<file path="config.mk">
export PLATFORM = sky130hd
export DESIGN_NAME = freq_lock_detect
export DESIGN_NICKNAME = d
export VERILOG_FILES = /design/src/rtl/fld_pkg.sv /design/src/rtl/fld_edge_sync.sv /design/src/rtl/fld_window.sv /design/src/rtl/fld_judge.sv /design/src/rtl/freq_lock_detect.sv
export SDC_FILE = /design/constraint.sdc
export NUM_CORES = 1
export LEC_CHECK = 0
export BUFFER_PORTS_ARGS = -buffer_cell sky130_fd_sc_hd__buf_2
export CAP_MARGIN = 20
export CORE_MARGIN = 3
export CORE_UTILIZATION = 55
export CTS_BUF_LIST = sky130_fd_sc_hd__clkbuf_8 sky130_fd_sc_hd__clkbuf_16
export CTS_CLUSTER_SIZE = 40
export DETAILED_ROUTE_END_ITERATION = 10
export HOLD_SLACK_MARGIN = 0.12
export PLACE_DENSITY = 0.77
export SYNTH_ARGS = -nofsm -noshare
export SYNTH_HDL_FRONTEND = slang
export SYNTH_SLANG_ARGS = --single-unit
export TNS_END_PERCENT = 30
</file>
<file path="constraint.sdc">
create_clock -name clk -period 3.5 [get_ports clk]
set_input_delay 0.175 -clock clk [delete_from_list [all_inputs] [get_ports clk]]
set_output_delay 0.175 -clock clk [all_outputs]
set_load 0.005 [all_outputs]
</file>
<file path="src/rtl/fld_pkg.sv">
// Shared types for the frequency lock detector.
package fld_pkg;
    // Lock decision held by the hysteresis stage.
    typedef enum logic {
        LK_OFF = 1'b0,
        LK_ON  = 1'b1
    } lock_state_t;
endpackage

</file>
<file path="src/rtl/fld_edge_sync.sv">
// Brings an asynchronous clock-like level into the clk domain through a
// flop chain of STAGES flops and emits a one-cycle pulse on each rising edge.
// Assumes the input stays high and low for at least one clk period each.
module fld_edge_sync #(
    parameter int STAGES = 2
) (
    input  logic clk,
    input  logic rst_n,
    input  logic lvl_i,
    output logic rise_o
);
    logic [STAGES-1:0] chain_q;
    logic              last_q;

    // Synchronizer chain plus one delay flop for edge detection.
    always_ff @(posedge clk) begin
        if (!rst_n) begin
            chain_q <= '0;
            last_q  <= 1'b0;
        end else begin
            chain_q <= {chain_q[STAGES-2:0], lvl_i};
            last_q  <= chain_q[STAGES-1];
        end
    end

    assign rise_o = chain_q[STAGES-1] & ~last_q;

    // A rising-edge pulse never lasts two cycles.
    a_r8_single_pulse: assert property (@(posedge clk) disable iff (!rst_n)
        rise_o |=> !rise_o);
endmodule

</file>
<file path="src/rtl/fld_window.sv">
// Counts reference and feedback edges over a window of WIN reference cycles.
// The first reference edge after reset opens the first window. Each closing
// reference edge also opens the next window. At the close it publishes the
// feedback count, including a feedback edge in the same cycle, with a one-cycle
// done pulse.
module fld_window #(
    parameter int WIN  = 10000,
    parameter int FB_W = 15
) (
    input  logic            clk,
    input  logic            rst_n,
    input  logic            ref_rise_i,
    input  logic            fb_rise_i,
    output logic            done_o,
    output logic [FB_W-1:0] fb_total_o
);
    localparam int REF_W = (WIN > 1) ? $clog2(WIN) : 1;
    localparam logic [REF_W-1:0] REF_LAST = REF_W'(WIN - 1);
    localparam logic [FB_W-1:0]  FB_MAX   = '1;

    logic             run_q;
    logic [REF_W-1:0] ref_cnt_q;
    logic [FB_W-1:0]  fb_cnt_q;
    logic [FB_W-1:0]  fb_next;

    // Saturating feedback increment, including an edge in the current cycle.
    always_comb begin
        if (fb_cnt_q == FB_MAX) fb_next = FB_MAX;
        else                    fb_next = fb_cnt_q + FB_W'(fb_rise_i);
    end

    // Window sequencing: arm on the first edge, then count and close.
    always_ff @(posedge clk) begin
        if (!rst_n) begin
            run_q      <= 1'b0;
            ref_cnt_q  <= '0;
            fb_cnt_q   <= '0;
            done_o     <= 1'b0;
            fb_total_o <= '0;
        end else begin
            done_o <= 1'b0;
            if (!run_q) begin
                if (ref_rise_i) begin
                    run_q     <= 1'b1;
                    ref_cnt_q <= '0;
                    fb_cnt_q  <= '0;
                end
            end else if (ref_rise_i && ref_cnt_q == REF_LAST) begin
                done_o     <= 1'b1;
                fb_total_o <= fb_next;
                ref_cnt_q  <= '0;
                fb_cnt_q   <= '0;
            end else begin
                if (ref_rise_i) ref_cnt_q <= ref_cnt_q + 1'b1;
                fb_cnt_q <= fb_next;
            end
        end
    end

    // A saturated feedback count only stays saturated or restarts.
    a_r9_fb_saturates: assert property (@(posedge clk) disable iff (!rst_n)
        fb_cnt_q == FB_MAX |=> (fb_cnt_q == FB_MAX) || (fb_cnt_q == '0));

    // No window can close before the window has been armed.
    a_r1_no_early_close: assert property (@(posedge clk) disable iff (!rst_n)
        !run_q |=> !done_o);
endmodule

</file>
<file path="src/rtl/fld_judge.sv">
// Turns each closed window's feedback count into a lock decision, with
// hysteresis between the lock and unlock limits. The decision changes only on
// the cycle after a window closes.
module fld_judge
    import fld_pkg::*;
#(
    parameter int WIN      = 10000,
    parameter int FB_W     = 15,
    parameter int LOCK_LIM = 5,
    parameter int UNLK_LIM = 8
) (
    input  logic            clk,
    input  logic            rst_n,
    input  logic            done_i,
    input  logic [FB_W-1:0] fb_total_i,
    output logic            lock_n_o
);
    localparam logic [FB_W-1:0] WIN_V  = FB_W'(WIN);
    localparam logic [FB_W-1:0] LOCK_V = FB_W'(LOCK_LIM);
    localparam logic [FB_W-1:0] UNLK_V = FB_W'(UNLK_LIM);

    lock_state_t     state_q;
    logic [FB_W-1:0] gap;

    // Magnitude of the count difference; the reference count is always WIN.
    always_comb begin
        if (fb_total_i >= WIN_V) gap = fb_total_i - WIN_V;
        else                     gap = WIN_V - fb_total_i;
    end

    // Hysteresis decision, taken once per closed window.
    always_ff @(posedge clk) begin
        if (!rst_n) begin
            state_q <= LK_OFF;
        end else if (done_i) begin
            if (gap <= LOCK_V)      state_q <= LK_ON;
            else if (gap > UNLK_V)  state_q <= LK_OFF;
        end
    end

    assign lock_n_o = (state_q != LK_ON);

    a_r1_reset_unlocked: assert property (@(posedge clk)
        !rst_n |=> lock_n_o);

    a_r2_lock_small_gap: assert property (@(posedge clk) disable iff (!rst_n)
        (done_i && gap <= LOCK_V) |=> !lock_n_o);

    a_r4_unlock_large_gap: assert property (@(posedge clk) disable iff (!rst_n)
        (done_i && gap > UNLK_V) |=> lock_n_o);

    a_r7_change_after_window: assert property (@(posedge clk) disable iff (!rst_n)
        !$stable(lock_n_o) |-> $past(done_i));
endmodule

</file>
<file path="src/rtl/freq_lock_detect.sv">
// Frequency lock detector: edge counting over a reference-cycle window with
// parts-per-million lock and unlock limits. Assumes clk runs at least twice as
// fast as either input clock and that the limits map to whole counts.
module freq_lock_detect #(
    parameter int WIN_REF_CYCLES = 10000,
    parameter int LOCK_PPM       = 500,
    parameter int UNLOCK_PPM     = 800,
    parameter int SYNC_STAGES    = 2
) (
    input  logic clk,
    input  logic rst_n,
    input  logic ref_clk_i,
    input  logic fb_clk_i,
    output logic lock_n
);
    localparam int  FB_W     = $clog2(WIN_REF_CYCLES + 1) + 1;
    localparam longint LOCK_L = (longint'(WIN_REF_CYCLES) * LOCK_PPM) / 1000000;
    localparam longint UNLK_L = (longint'(WIN_REF_CYCLES) * UNLOCK_PPM) / 1000000;

    logic [1:0]      rise;
    logic [1:0]      lvl;
    logic            win_done;
    logic [FB_W-1:0] fb_total;

    assign lvl = {fb_clk_i, ref_clk_i};

    // One synchronizer per input clock: index 0 reference, index 1 feedback.
    for (genvar g = 0; g < 2; g++) begin : g_sync
        fld_edge_sync #(.STAGES(SYNC_STAGES)) u_sync (
            .clk    (clk),
            .rst_n  (rst_n),
            .lvl_i  (lvl[g]),
            .rise_o (rise[g])
        );
    end

    fld_window #(.WIN(WIN_REF_CYCLES), .FB_W(FB_W)) u_window (
        .clk        (clk),
        .rst_n      (rst_n),
        .ref_rise_i (rise[0]),
        .fb_rise_i  (rise[1]),
        .done_o     (win_done),
        .fb_total_o (fb_total)
    );

    fld_judge #(
        .WIN      (WIN_REF_CYCLES),
        .FB_W     (FB_W),
        .LOCK_LIM (int'(LOCK_L)),
        .UNLK_LIM (int'(UNLK_L))
    ) u_judge (
        .clk        (clk),
        .rst_n      (rst_n),
        .done_i     (win_done),
        .fb_total_i (fb_total),
        .lock_n_o   (lock_n)
    );
endmodule

</file>
==> impl_results.html <==
<table>
<tr><th>Metric</th><th>Value</th></tr>
<tr><th colspan="2">STA</th></tr>
<tr><td>Setup TNS Final</td><td>0 ps</td></tr>
<tr><td>Least-Margin Pin Slew</td><td>1030 ps</td></tr>
<tr><td>Endpoints failing hold</td><td>0</td></tr>
<tr><td>Setup violations, final</td><td>0</td></tr>
<tr><td>Headroom to the max-slew limit</td><td>31.4%</td></tr>
<tr><td>Unrepaired setup endpoints after global routing</td><td>false</td></tr>
<tr><td>Final max-slew violation count</td><td>0</td></tr>
<tr><td>Final worst path period need</td><td>2830 ps</td></tr>
<tr><td>Worst Slack Setup Final</td><td>666 ps</td></tr>
<tr><td>Final clock period utilization by the worst path</td><td>81.0%</td></tr>
<tr><td>Worst Skew</td><td>5.02 ps</td></tr>
<tr><td>Peak Freq</td><td>0.353 GHz</td></tr>
<tr><th colspan="2">Die</th></tr>
<tr><td>DIE HEIGHT</td><td>80.2 µm</td></tr>
<tr><td>Starting density of the core</td><td>58.2%</td></tr>
<tr><td>Area of the core region</td><td>5200 µm²</td></tr>
<tr><td>Top-Level Pins</td><td>5</td></tr>
<tr><td>Floorplan row count</td><td>26</td></tr>
<tr><td>Horizontal extent of the die</td><td>80.2 µm</td></tr>
<tr><td>Die Outline Area</td><td>6440 µm²</td></tr>
<tr><th colspan="2">CTS</th></tr>
<tr><td>Cell chosen for the clock root</td><td>clkbuf_8</td></tr>
<tr><td>Level count of the clock H-tree</td><td>2</td></tr>
<tr><td>Clock latency of the later-clocked register in the worst-skew pair</td><td>300 ps</td></tr>
<tr><td>Clock tree buffer depth</td><td>2</td></tr>
<tr><td>TritonCTS Buffers</td><td>5</td></tr>
<tr><td>Clock Sinks</td><td>53</td></tr>
<tr><td>Clock transition at the register clock pins on the worst setup and hold paths after CTS</td><td>100 ps</td></tr>
<tr><td>TritonCTS clock tree</td><td>yes</td></tr>
<tr><td>Post-CTS Setup Bufs</td><td>0</td></tr>
<tr><th colspan="2">Critical path</th></tr>
<tr><td>Worst Setup End Kind</td><td>flip-flop</td></tr>
<tr><td>Critical path arrival</td><td>3050 ps</td></tr>
<tr><td>Sort of element at the start of the critical path</td><td>flip-flop</td></tr>
<tr><td>Largest fanout on the critical path</td><td>7</td></tr>
<tr><td>Required time of the critical path</td><td>3710 ps</td></tr>
<tr><td>Kind of critical path</td><td>flip-flop to flip-flop</td></tr>
<tr><th colspan="2">Pwr</th></tr>
<tr><td>Total Power Consumption</td><td>0.984 mW</td></tr>
<tr><td>Largest voltage drop on the vdd net</td><td>0.000298 V</td></tr>
<tr><td>Standby leakage power</td><td>1.11 nW</td></tr>
<tr><td>Areal power density over the cells</td><td>311 nW/µm²</td></tr>
<tr><th colspan="2">Route</th></tr>
<tr><td>Average wire per standard cell</td><td>13.4 µm</td></tr>
<tr><td>Starting DRT DRC Count</td><td>207</td></tr>
<tr><td>Routed vias</td><td>2,552</td></tr>
<tr><td>Length of routed met3 wiring</td><td>165 µm</td></tr>
<tr><td>First-pass detailed-route iteration total</td><td>4</td></tr>
<tr><td>Number of nets with antenna violations after routing</td><td>0</td></tr>
<tr><td>Mean number of vias per cell</td><td>5.73</td></tr>
<tr><td>Post-Route WL</td><td>5.97 mm</td></tr>
<tr><td>Uppermost routed layer</td><td>met4</td></tr>
<tr><td>Met2 WL</td><td>2.77 mm</td></tr>
<tr><td>Met1 Routed Length</td><td>3.01 mm</td></tr>
<tr><td>DRC violation count after routing</td><td>0</td></tr>
<tr><th colspan="2">Yosys</th></tr>
<tr><td>Most used flip-flop cell after synthesis</td><td>dfxtp_1</td></tr>
<tr><td>Count of mapped cells out of synthesis</td><td>384</td></tr>
<tr><td>Number of enable flip-flop cells after synthesis</td><td>0</td></tr>
<tr><td>Post-synthesis area per instance</td><td>7.89 µm²</td></tr>
<tr><td>#FFs+latches synth</td><td>53</td></tr>
<tr><td>Number of distinct library cells after synthesis</td><td>51</td></tr>
<tr><td>Proportion of register bits with asynchronous set or reset after synthesis</td><td>0%</td></tr>
<tr><td>Share of the yosys chip area belonging to registers</td><td>35.0%</td></tr>
<tr><td>Number of warnings printed during yosys synthesis</td><td>0</td></tr>
<tr><td>Net Count, Synth</td><td>396</td></tr>
<tr><td>Post-synthesis instance area</td><td>3030 µm²</td></tr>
<tr><th colspan="2">Placed design</th></tr>
<tr><td>Setup WS pre-CTS</td><td>708 ps</td></tr>
<tr><td>Estimated wirelength of the detail-placed design</td><td>4.33 mm</td></tr>
<tr><td>Number of buffers inserted by port buffering</td><td>4</td></tr>
<tr><td>Placed cell count</td><td>435</td></tr>
<tr><td>Final weighted congestion in routability-driven placement</td><td>0.949</td></tr>
<tr><th colspan="2">Global routing</th></tr>
<tr><td>Global routing usage summed across all routing layers</td><td>19.8%</td></tr>
<tr><td>Initial antenna violation count</td><td>0</td></tr>
<tr><td>Largest net degree at the start of global routing</td><td>31</td></tr>
<tr><td>Wire length of the first global-routing pass</td><td>10.4 mm</td></tr>
<tr><td>Number of global-route vias before repair</td><td>2,361</td></tr>
<tr><td>Overflow after GRT</td><td>0</td></tr>
<tr><th colspan="2">Worst hold path</th></tr>
<tr><td>Min-Delay Path Class</td><td>primary input to flip-flop</td></tr>
<tr><th colspan="2">Cells and area</th></tr>
<tr><td>Util after Layout</td><td>60.9%</td></tr>
<tr><td>Count of inserted antenna diode cells</td><td>0</td></tr>
<tr><td>Number of standard cells in the layout, taps in and fillers out</td><td>445</td></tr>
<tr><td>Share of layout cells above drive strength 1</td><td>6.40%</td></tr>
<tr><td>Post-synthesis to final-layout area growth</td><td>4.54%</td></tr>
<tr><td>Filler Cell Count</td><td>467</td></tr>
<tr><td>Final net count</td><td>386</td></tr>
<tr><th colspan="2">Status</th></tr>
<tr><td>Outcome</td><td>complete, no violations</td></tr>
<tr><th colspan="2">Run</th></tr>
<tr><td>Number of max-cap violations</td><td>0</td></tr>
</table>
cells in the mapped netlist (all sizes together), types with 3 or more instances:
| cell | instances | share of area (%) |
|---|---|---|
| nand2 | 26 | 3.2 |
| a21oi | 18 | 3.0 |
| and2 | 13 | 2.7 |
| xor2 | 11 | 3.2 |
| nand4 | 3 | 0.62 |
| dfxtp | 53 | 35 |
| and3 | 7 | 1.4 |
| o211ai | 4 | 0.99 |
| and4 | 7 | 2.0 |
| a211oi | 19 | 4.7 |
| xnor2 | 15 | 4.3 |
| nor4 | 4 | 0.83 |
| a31oi | 3 | 0.62 |
| nand2b | 3 | 0.62 |
| a2bb2oi | 4 | 1.2 |
| nor2b | 6 | 1.2 |
| o21ai | 18 | 3.0 |
| nand3 | 11 | 1.8 |
| buf | 4 | 0.87 |
| nor2 | 70 | 8.7 |
| nor3 | 7 | 1.2 |
| inv | 10 | 1.2 |
| clkbuf | 22 | 2.7 |
| a41oi | 3 | 0.87 |
| ha | 8 | 3.3 |
registers in the layout (all words and copies together) (netlist names):
signal	count
u_window.ref_cnt_q	14
u_window.done_o	1
u_window.run_q	1
g_sync.u_sync.chain_q	4
g_sync.u_sync.last_q	2
u_judge.state_q	1
u_window.fb_total_o	15
u_window.fb_cnt_q	15
cells in the final DEF, fill, tap and decap left out, types with 6 or more instances in the layout:
cell,synthesis,layout
and2_1,12,12
and3_1,7,7
nor3_1,7,7
a21oi_1,18,18
xnor2_1,15,15
nand2_1,26,26
nor2b_1,6,6
xor2_1,11,11
dfxtp_1,53,53
a211oi_1,19,19
nor2_1,70,70
o21ai_0,18,18
inv_1,10,10
and4_1,7,7
ha_1,8,8
nand3_1,11,11
cells by family after synthesis:
group	share of synthesized area (%)
AND/OR/NAND/NOR	27.7
adder cells (fa/ha/maj)	3.30
XOR/XNOR	7.51
flip-flops	35.0
multiplexers	1.03
AO/OA/AOI/OAI	20.6
buffers and inverters	4.83
where the power goes:
group / internal, mW / total, mW / switching [mW]
logic: 0.00947 / 0.0318 / 0.0223
registers: 0.607 / 0.609 / 0.00213
clock network: 0.142 / 0.344 / 0.201
total: 0.759 / 0.984 / 0.226
cell type report:
type | instances | area (µm²) | area share [%]
clock buffer | 5 | 68.8 | 2.17
clock inverter | 3 | 21.3 | 0.671
inverter | 10 | 37.5 | 1.18
multi-input combinational | 295 | 1830 | 57.7
sequential | 53 | 1060 | 33.5
tap | 70 | 87.6 | 2.76
timing repair buffer | 9 | 62.6 | 1.97
critical path, cell delays in order, from the launching register on:
cell,delay (ps)
dfxtp_1,410
inv_1,100
ha_1,280
and4bb_2,330
o21ai_0,450
nor4b_1,310
a41oi_1,90
a2111oi_2,410
nand4_1,150
a221oi_2,230
per-stage QoR:
stage	hold WS (ps)	cell area [µm²]
6_report	209	3170
5_1_grt	227	3170
4_1_cts	205	3170
3_5_place_dp	395	3060
3_3_place_gp	393	3060
2_1_floorplan	302	3030
metal layers:
metal  GRT usage (%)  vias to the layer above
li1                -                     1333
met1            27.0                     1185
met2            32.9                       30
met3            2.69                        4
met4            4.56                        0
met5               0                        -
path summary, 6_finish.rpt:
| check | from | end | slack [ps] | depth (start not counted) |
|---|---|---|---|---|
| setup / recovery | u_window.fb_total_o[0] | u_judge.state_q | 670 | 9 |
| hold / removal | rst_n | u_window.fb_total_o[6] | 210 | 3 |
| setup reg to reg | u_window.fb_total_o[0] | u_judge.state_q | 670 | 9 |
| hold reg to reg | g_sync[1].u_sync.chain_q[0] | g_sync[1].u_sync.chain_q[1] | 450 | 1 |
what timing repair did:
item,4_1_cts,5_1_grt
hold endpoints to repair,2,0
resized for setup,0,0
hold buffers,2,0
Note: power is estimated with default switching activity, not from simulation.
